==> src/rtl/bnp_pkg.sv <==
package bnp_pkg;
  localparam int ADDR_W = 32;
  localparam int DISP_W = 24;
  localparam int KIND_W = 4;
  localparam int INSTR_BYTES = 4;
  localparam int PIPE_AHEAD = 8;
  localparam int SCALE_SH = $clog2(INSTR_BYTES);

  typedef enum logic [KIND_W-1:0] {
    K_NONE = 4'd0,
    K_ALWAYS = 4'd1,
    K_EQ = 4'd2,
    K_NE = 4'd3,
    K_LT = 4'd4,
    K_GE = 4'd5,
    K_HS = 4'd6,
    K_LO = 4'd7,
    K_LINK = 4'd8,
    K_JREG = 4'd9
  } br_kind_e;

  typedef struct packed {
    logic n;
    logic z;
    logic c;
    logic v;
  } flags_t;

  // Sequential successor: one instruction further on.
  function automatic logic [ADDR_W-1:0] seq_succ(input logic [ADDR_W-1:0] pc);
    return pc + ADDR_W'(INSTR_BYTES);
  endfunction

  // Relative target: read-ahead base plus displacement scaled to bytes.
  function automatic logic [ADDR_W-1:0] rel_dest(input logic [ADDR_W-1:0] pc,
                                                 input logic [DISP_W-1:0] d);
    logic [ADDR_W-1:0] ext;
    ext = {{(ADDR_W-DISP_W-SCALE_SH){d[DISP_W-1]}}, d, {SCALE_SH{1'b0}}};
    return pc + ADDR_W'(PIPE_AHEAD) + ext;
  endfunction

  // Register target aligned down to an instruction boundary.
  function automatic logic [ADDR_W-1:0] reg_dest(input logic [ADDR_W-1:0] r);
    return {r[ADDR_W-1:SCALE_SH], {SCALE_SH{1'b0}}};
  endfunction
endpackage

==> src/rtl/bnp_cond_eval.sv <==
module bnp_cond_eval
  import bnp_pkg::*;
(
  input  logic [KIND_W-1:0] kind,
  input  flags_t            flags,
  output logic              take,
  output logic              use_rel,
  output logic              use_reg,
  output logic              do_link
);
  logic signed_lt;
  assign signed_lt = flags.n ^ flags.v;

  always_comb begin
    take    = 1'b0;
    use_rel = 1'b0;
    use_reg = 1'b0;
    do_link = 1'b0;
    case (kind)
      K_ALWAYS: begin take = 1'b1; use_rel = 1'b1; end
      K_EQ:     begin take = flags.z;    use_rel = 1'b1; end
      K_NE:     begin take = !flags.z;   use_rel = 1'b1; end
      K_LT:     begin take = signed_lt;  use_rel = 1'b1; end
      K_GE:     begin take = !signed_lt; use_rel = 1'b1; end
      K_HS:     begin take = flags.c;    use_rel = 1'b1; end
      K_LO:     begin take = !flags.c;   use_rel = 1'b1; end
      K_LINK:   begin take = 1'b1; use_rel = 1'b1; do_link = 1'b1; end
      K_JREG:   begin take = 1'b1; use_reg = 1'b1; end
      default:  ;
    endcase
  end

  always_comb begin
    if (kind == K_EQ && take) assert_eq_needs_z_R3: assert (flags.z);
    if (kind == K_LT && take) assert_lt_needs_nv_differ_R4: assert (flags.n != flags.v);
    if (kind == K_LO && take) assert_lo_needs_clear_c_R5: assert (!flags.c);
    assert_one_source_R9: assert (!(use_rel && use_reg));
  end
endmodule

==> src/rtl/bnp_target_gen.sv <==
module bnp_target_gen
  import bnp_pkg::*;
(
  input  logic [ADDR_W-1:0] pc,
  input  logic [DISP_W-1:0] disp,
  input  logic [ADDR_W-1:0] rval,
  output logic [ADDR_W-1:0] seq_addr,
  output logic [ADDR_W-1:0] rel_addr,
  output logic [ADDR_W-1:0] reg_addr
);
  assign seq_addr = seq_succ(pc);
  assign rel_addr = rel_dest(pc, disp);
  assign reg_addr = reg_dest(rval);

  always_comb begin
    assert_self_loop_R6: assert (!(disp == '1 - DISP_W'(1)) || rel_addr == pc);
    assert_seq_distance_R2: assert (seq_addr - pc == ADDR_W'(INSTR_BYTES));
  end
endmodule

==> src/rtl/branch_next_pc.sv <==
module branch_next_pc
  import bnp_pkg::*;
(
  input  logic [31:0] cur_pc,
  input  logic [3:0]  br_kind,
  input  logic [23:0] br_disp,
  input  logic [31:0] jump_reg,
  input  logic        flag_n,
  input  logic        flag_z,
  input  logic        flag_c,
  input  logic        flag_v,
  output logic [31:0] next_pc,
  output logic        br_taken,
  output logic        link_we,
  output logic [31:0] link_val
);
  flags_t            flg;
  logic              take_w, rel_sel_w, reg_sel_w, link_w;
  logic [ADDR_W-1:0] seq_w, rel_w, reg_w;

  assign flg = '{n: flag_n, z: flag_z, c: flag_c, v: flag_v};

  bnp_cond_eval u_cond (
    .kind    (br_kind),
    .flags   (flg),
    .take    (take_w),
    .use_rel (rel_sel_w),
    .use_reg (reg_sel_w),
    .do_link (link_w)
  );

  bnp_target_gen u_tgt (
    .pc       (cur_pc),
    .disp     (br_disp),
    .rval     (jump_reg),
    .seq_addr (seq_w),
    .rel_addr (rel_w),
    .reg_addr (reg_w)
  );

  always_comb begin
    next_pc = seq_w;
    if (take_w && reg_sel_w)      next_pc = reg_w;
    else if (take_w && rel_sel_w) next_pc = rel_w;
  end

  assign br_taken = take_w;
  assign link_we  = link_w;
  assign link_val = seq_w;

  always_comb begin
    if (!br_taken) assert_fallthrough_R2: assert (next_pc == seq_w);
    if (link_we) assert_link_taken_R7: assert (br_taken && link_val == seq_w);
    if (reg_sel_w) assert_jump_aligned_R8: assert (next_pc[1:0] == 2'b00 && br_taken);
  end
endmodule

==> config.mk <==
export PLATFORM = sky130hd
export DESIGN_NAME = branch_next_pc
export DESIGN_NICKNAME = d
export VERILOG_FILES = /design/src/rtl/bnp_pkg.sv /design/src/rtl/bnp_cond_eval.sv /design/src/rtl/bnp_target_gen.sv /design/src/rtl/branch_next_pc.sv
export SDC_FILE = /design/constraint.sdc
export NUM_CORES = 1
export LEC_CHECK = 0
export ABC_CLOCK_PERIOD_IN_PS = 3800
export BUFFER_PORTS_ARGS = -buffer_cell sky130_fd_sc_hd__clkbuf_2
export CAP_MARGIN = 20
export CORE_MARGIN = 5
export CORE_UTILIZATION = 30
export DETAILED_ROUTE_END_ITERATION = 12
export PLACE_DENSITY = 0.6
export SLEW_MARGIN = 25
export SYNTH_ARGS = -nofsm -noshare
export SYNTH_HDL_FRONTEND = slang
export SYNTH_SLANG_ARGS = --single-unit
==> constraint.sdc <==
create_clock -name vclk -period 3.8
set_input_delay 0.76 -clock vclk [all_inputs]
set_output_delay 0.76 -clock vclk [all_outputs]
set_load 0.02 [all_outputs]
Word level (Yosys, flattened, before mapping)
Index checks and enable logic that the tools add are counted.
{"block": "word_totals", "register_bits": 0, "input_bits": 96, "output_inout_bits": 66, "elab_cells": 26}
{"block": "classes", "n_addsub": 3, "n_eq_ne": 9, "mux": 6, "bitwise": 1, "n_reduce_logical": 7}
{"cell": "$mux 32", "n": 2}
{"cell": "$add 32x3->32 const B", "n": 1}
{"cell": "$add 32x32->32", "n": 1}
{"cell": "$add 32x4->32 const B", "n": 1}
{"cell": "$eq 4x3->1 const B", "n": 4}
{"cell": "$eq 4x2->1 const B", "n": 2}
{"cell": "$eq 4x4->1 const B", "n": 2}
{"cell": "$reduce_or 8->1", "n": 1}
{"cell": "$pmux 1 s7", "n": 1}
{"cell": "$eq 4x1->1 const B", "n": 1}
{"cell": "$logic_not 1->1", "n": 3}
{"cell": "$mux 1", "n": 3}
{"cell": "$reduce_or 3->1", "n": 1}
{"cell": "$logic_and 1x1->1", "n": 2}
{"cell": "$xor 1x1->1", "n": 1}

Logic depth before layout (Yosys ltp)
{"block": "depth", "word_depth": 6, "mapped_depth": 13}

Hierarchy
A second synthesis with hierarchy kept.
{"block": "hier_totals", "hier_cells": 473, "area_unflattened_um2": 3814.9}
{"mod": "bnp_target_gen", "n_inst": 1, "cells_each": 377, "area_each_um2": 2870.3, "seq_area_each_um2": 0.0}
{"mod": "branch_next_pc", "n_inst": 1, "cells_each": 81, "area_each_um2": 852.1, "seq_area_each_um2": 0.0}
{"mod": "bnp_cond_eval", "n_inst": 1, "cells_each": 15, "area_each_um2": 92.6, "seq_area_each_um2": 0.0}

Worst setup path before layout
No wires, ideal clock.
{"block": "synth_timing", "kind": "input-to-output", "start": "input cur_pc[9]", "end": "output next_pc[30]", "arrival_time_ns": 3.097, "path_slack_ns": -0.057, "path_stages": 10, "n_path_buf": 0, "cell_sequence": "ha_1 ha_1 a21oi_2 o211ai_2 or3_4 o21ai_2 nand4_1 a31oi_1 mux2_1 o221a_1"}
{"block": "synth_via", "elab_chain_cells": 4, "elab_cells_between_ends": 5}
{"element": "start, declared", "line_no": "branch_next_pc.sv:4", "rtl": "input logic [31:0] cur_pc,"}
{"element": "$add 32x4->32", "line_no": "bnp_pkg.sv:39", "rtl": "return pc + ADDR_W'(PIPE_AHEAD) + ext;"}
{"element": "$add 32x32->32", "line_no": "bnp_pkg.sv:39"}
{"element": "$mux 32 (*)", "line_no": "branch_next_pc.sv:44", "rtl": "else if (take_w && rel_sel_w) next_pc = rel_w;"}
{"element": "$mux 32 (*)", "line_no": "branch_next_pc.sv:43", "rtl": "if (take_w && reg_sel_w) next_pc = reg_w;"}
{"element": "end, declared", "line_no": "branch_next_pc.sv:12", "rtl": "output logic [31:0] next_pc,"}
Mark *: on every way between the ends. The rest lies on a longest branch, timed or not.

Worst setup path in the final report
{"block": "layout_timing", "start": "input br_disp[7]", "end": "output next_pc[30]"}
{"block": "layout_via", "elab_chain_cells": 3}
{"element": "start, declared", "line_no": "branch_next_pc.sv:6", "rtl": "input logic [23:0] br_disp,"}
{"element": "$add 32x32->32", "line_no": "bnp_pkg.sv:39"}
{"element": "$mux 32", "line_no": "branch_next_pc.sv:44"}
{"element": "$mux 32", "line_no": "branch_next_pc.sv:43"}
No other way between the ends.

==> metrics.txt <==
run status=finished with violations; violations in the final reports=setup timing; number of instances in the synthesized netlist=447; Ant. Diodes=0; layout clock buffer count=0; remaining number of nets flagged by the antenna check after routing=0; Filler Cell Count=957; power density over cell area=205 nW/um2; average instance area after synthesis=6.85 um2; total wire length=13000 um; total routed wire length on the met1 layer=5680 um; worst setup margin=-0.233 ns; number of hold-slack violations in the final timing report=0; worst rel slew slack=65.2%; Mapped Nets=602; Vias=4294; sequential area share after synthesis=0%; unrepaired setup endpoints after global routing=true; flip-flop and latch count=0; Core Rows=36; synthesis-to-layout area growth=79.1%; Critical Path AT=3.27 ns; Total Neg Setup Slack=-1.11 ns; share of cells above drive strength 1=51.1%; count of max-cap constraint violations=0; highest routed layer=met4; yosys synthesis warning count=0; post-synthesis cell area=3060 um2; die span in x=111 um; sort of element at the start of the critical path=input port; sort of element at the end of the critical path=output pin; leakage power figure=2.62 nW; first-iteration detailed-routing DRC count=230; maximum number of pins on one net before global-route repair=35; final instance area=5490 um2; sum of met3 wire segment lengths after detailed routing=545 um; fraction of the core area covered by cells at the end of the flow=55.6%; total setup violations reported at the end of the flow=11; via-per-instance ratio=5.15; post-route total power=1.13 mW; actual transition at the worst max-transition pin=0.521 ns; number of unique standard cell types used by synthesis=53; Crit Path Class=input port to output pin; vias in the first global route=4469; total area of sequential cells=0 um2; First-pass DRT Iterations=4; count of buffers inserted at the top-level ports=160; wire length of the first global-routing pass=20900 um; initial antenna violation count=0; gp weighted congestion=0.929; VDD IR max=0.000119 V; remaining design rule violation count=0; Placed Instance Area=4690 um2; worst min-delay path class=input port to output pin; die footprint=12300 um2; Achievable Freq=248 MHz; Data required, critical path=3.04 ns; DR WL met2=6630 um; GR Overflow Total=0; combined global-route utilization of all metal layers=19.4%; Wirelength per Cell=15.6 um; share of the cycle needed by the critical path after routing=106%; minimum clock period=4.03 ns; half-perimeter wire length of the detailed placement result=10500 um; Top Ports=162; number of nets in the layout=857; chip height=111 um; total core area=9860 um2; highest fanout seen on the critical path=2; worst hold path stage count=2; final number of max-transition violations=0; tightest hold margin=1.75 ns; starting density of the core=31.1%
## cell usage in the layout, fill, tap and decap left out, types with 4 or more instances in the layout
cell / count
sky130_fd_sc_hd__a21oi_4: 5
sky130_fd_sc_hd__ha_1: 34
sky130_fd_sc_hd__buf_4: 116
sky130_fd_sc_hd__inv_1: 12
sky130_fd_sc_hd__o22ai_1: 6
sky130_fd_sc_hd__nor2_1: 44
sky130_fd_sc_hd__and4_1: 5
sky130_fd_sc_hd__and3_1: 7
sky130_fd_sc_hd__a21o_1: 11
sky130_fd_sc_hd__o21ai_0: 10
sky130_fd_sc_hd__clkbuf_8: 4
sky130_fd_sc_hd__ha_4: 24
sky130_fd_sc_hd__a31oi_1: 7
sky130_fd_sc_hd__o21ai_2: 5
sky130_fd_sc_hd__nand3_1: 18
sky130_fd_sc_hd__nor3_1: 5
sky130_fd_sc_hd__clkbuf_2: 137
sky130_fd_sc_hd__a21oi_2: 13
sky130_fd_sc_hd__xor2_1: 20
sky130_fd_sc_hd__nand4_1: 9
sky130_fd_sc_hd__o21ai_1: 6
sky130_fd_sc_hd__a21oi_1: 34
sky130_fd_sc_hd__buf_6: 5
sky130_fd_sc_hd__xnor2_1: 33
sky130_fd_sc_hd__nand2_1: 55
## synthesized netlist by cell type, types with 3 or more instances
library cell / number / area, um2
sky130_fd_sc_hd__a211oi_1: 4 / 30.0
sky130_fd_sc_hd__a21o_1: 11 / 82.6
sky130_fd_sc_hd__a21oi_1: 48 / 240
sky130_fd_sc_hd__a21oi_2: 4 / 35.0
sky130_fd_sc_hd__a221o_1: 3 / 30.0
sky130_fd_sc_hd__a31oi_1: 10 / 62.6
sky130_fd_sc_hd__and2_1: 3 / 18.8
sky130_fd_sc_hd__and3_1: 7 / 43.8
sky130_fd_sc_hd__and4_1: 5 / 43.8
sky130_fd_sc_hd__buf_4: 3 / 22.5
sky130_fd_sc_hd__clkbuf_1: 8 / 30.0
sky130_fd_sc_hd__ha_1: 58 / 726
sky130_fd_sc_hd__inv_1: 15 / 56.3
sky130_fd_sc_hd__nand2_1: 57 / 214
sky130_fd_sc_hd__nand2b_1: 3 / 18.8
sky130_fd_sc_hd__nand3_1: 21 / 105
sky130_fd_sc_hd__nand4_1: 9 / 56.3
sky130_fd_sc_hd__nor2_1: 46 / 173
sky130_fd_sc_hd__nor3_1: 5 / 25.0
sky130_fd_sc_hd__o21ai_0: 18 / 90.1
sky130_fd_sc_hd__o21bai_1: 3 / 22.5
sky130_fd_sc_hd__o221ai_1: 3 / 26.3
sky130_fd_sc_hd__o22ai_1: 8 / 50.1
sky130_fd_sc_hd__or2_2: 3 / 18.8
sky130_fd_sc_hd__xnor2_1: 35 / 307
sky130_fd_sc_hd__xor2_1: 22 / 193
## logic make-up after synthesis
logic type / Yosys count / share of synthesized area [%]
AO/OA/AOI/OAI: 128 / 27.1
buffers and inverters: 28 / 4.08
multiplexers: 2 / 0.694
adder cells (fa/ha/maj): 59 / 24.3
XOR/XNOR: 57 / 16.3
AND/OR/NAND/NOR: 173 / 27.5
## power breakdown
group | leakage (nW) | switching (mW) | internal (mW)
registers | 0 | 0 | 0
clock network | 0 | 0 | 0
logic | 2.62 | 0.588 | 0.539
total | 2.62 | 0.588 | 0.539
## per-stage QoR
step,setup WS (ns),cells
finish,-0.233,833
global route,-0.276,833
CTS,-0.279,827
detailed placement,-0.358,820
global placement,-0.343,820
floorplan,0.00714,447
## layer usage
metal / vias to the layer above / GRT usage, %
li1: 2146 / -
met1: 2016 / 24.6
met2: 120 / 36.6
met3: 12 / 1.75
met4: 0 / 1.95
met5: - / 0
## layout make-up
cell class / instances / area [um2] / area share (%)
Tap cell: 133 / 166 / 3.03
Timing Repair Buffer: 266 / 1710 / 31.1
Multi-Input combinational cell: 419 / 3550 / 64.7
Inverter: 15 / 61.3 / 1.12
## critical path: stages
cell	delay (ns)
sky130_fd_sc_hd__clkbuf_2	0.10
sky130_fd_sc_hd__ha_4	0.28
sky130_fd_sc_hd__ha_4	0.21
sky130_fd_sc_hd__a21oi_4	0.16
sky130_fd_sc_hd__o211ai_2	0.11
sky130_fd_sc_hd__or3_4	0.38
sky130_fd_sc_hd__o21ai_2	0.17
sky130_fd_sc_hd__nand4_1	0.17
sky130_fd_sc_hd__a31oi_2	0.22
sky130_fd_sc_hd__mux2_4	0.33
sky130_fd_sc_hd__o221a_4	0.21
sky130_fd_sc_hd__clkbuf_8	0.15
## path summary, 6_finish.rpt
check | start | to | slack (ns)
worst min-delay path | cur_pc[0] | link_val[0] | 1.75
worst max-delay path | br_disp[7] | next_pc[30] | -0.23
## repair_timing
action | 4_1_cts | 5_1_grt
endpoints found under the setup margin | 22 | 22
pin swaps | 43 | 39
gates cloned | 0 | 0
buffers inserted | 7 | 7
resized for setup | 70 | 75
hold buffers | 0 | 0
(Power assumes the default switching activity.)
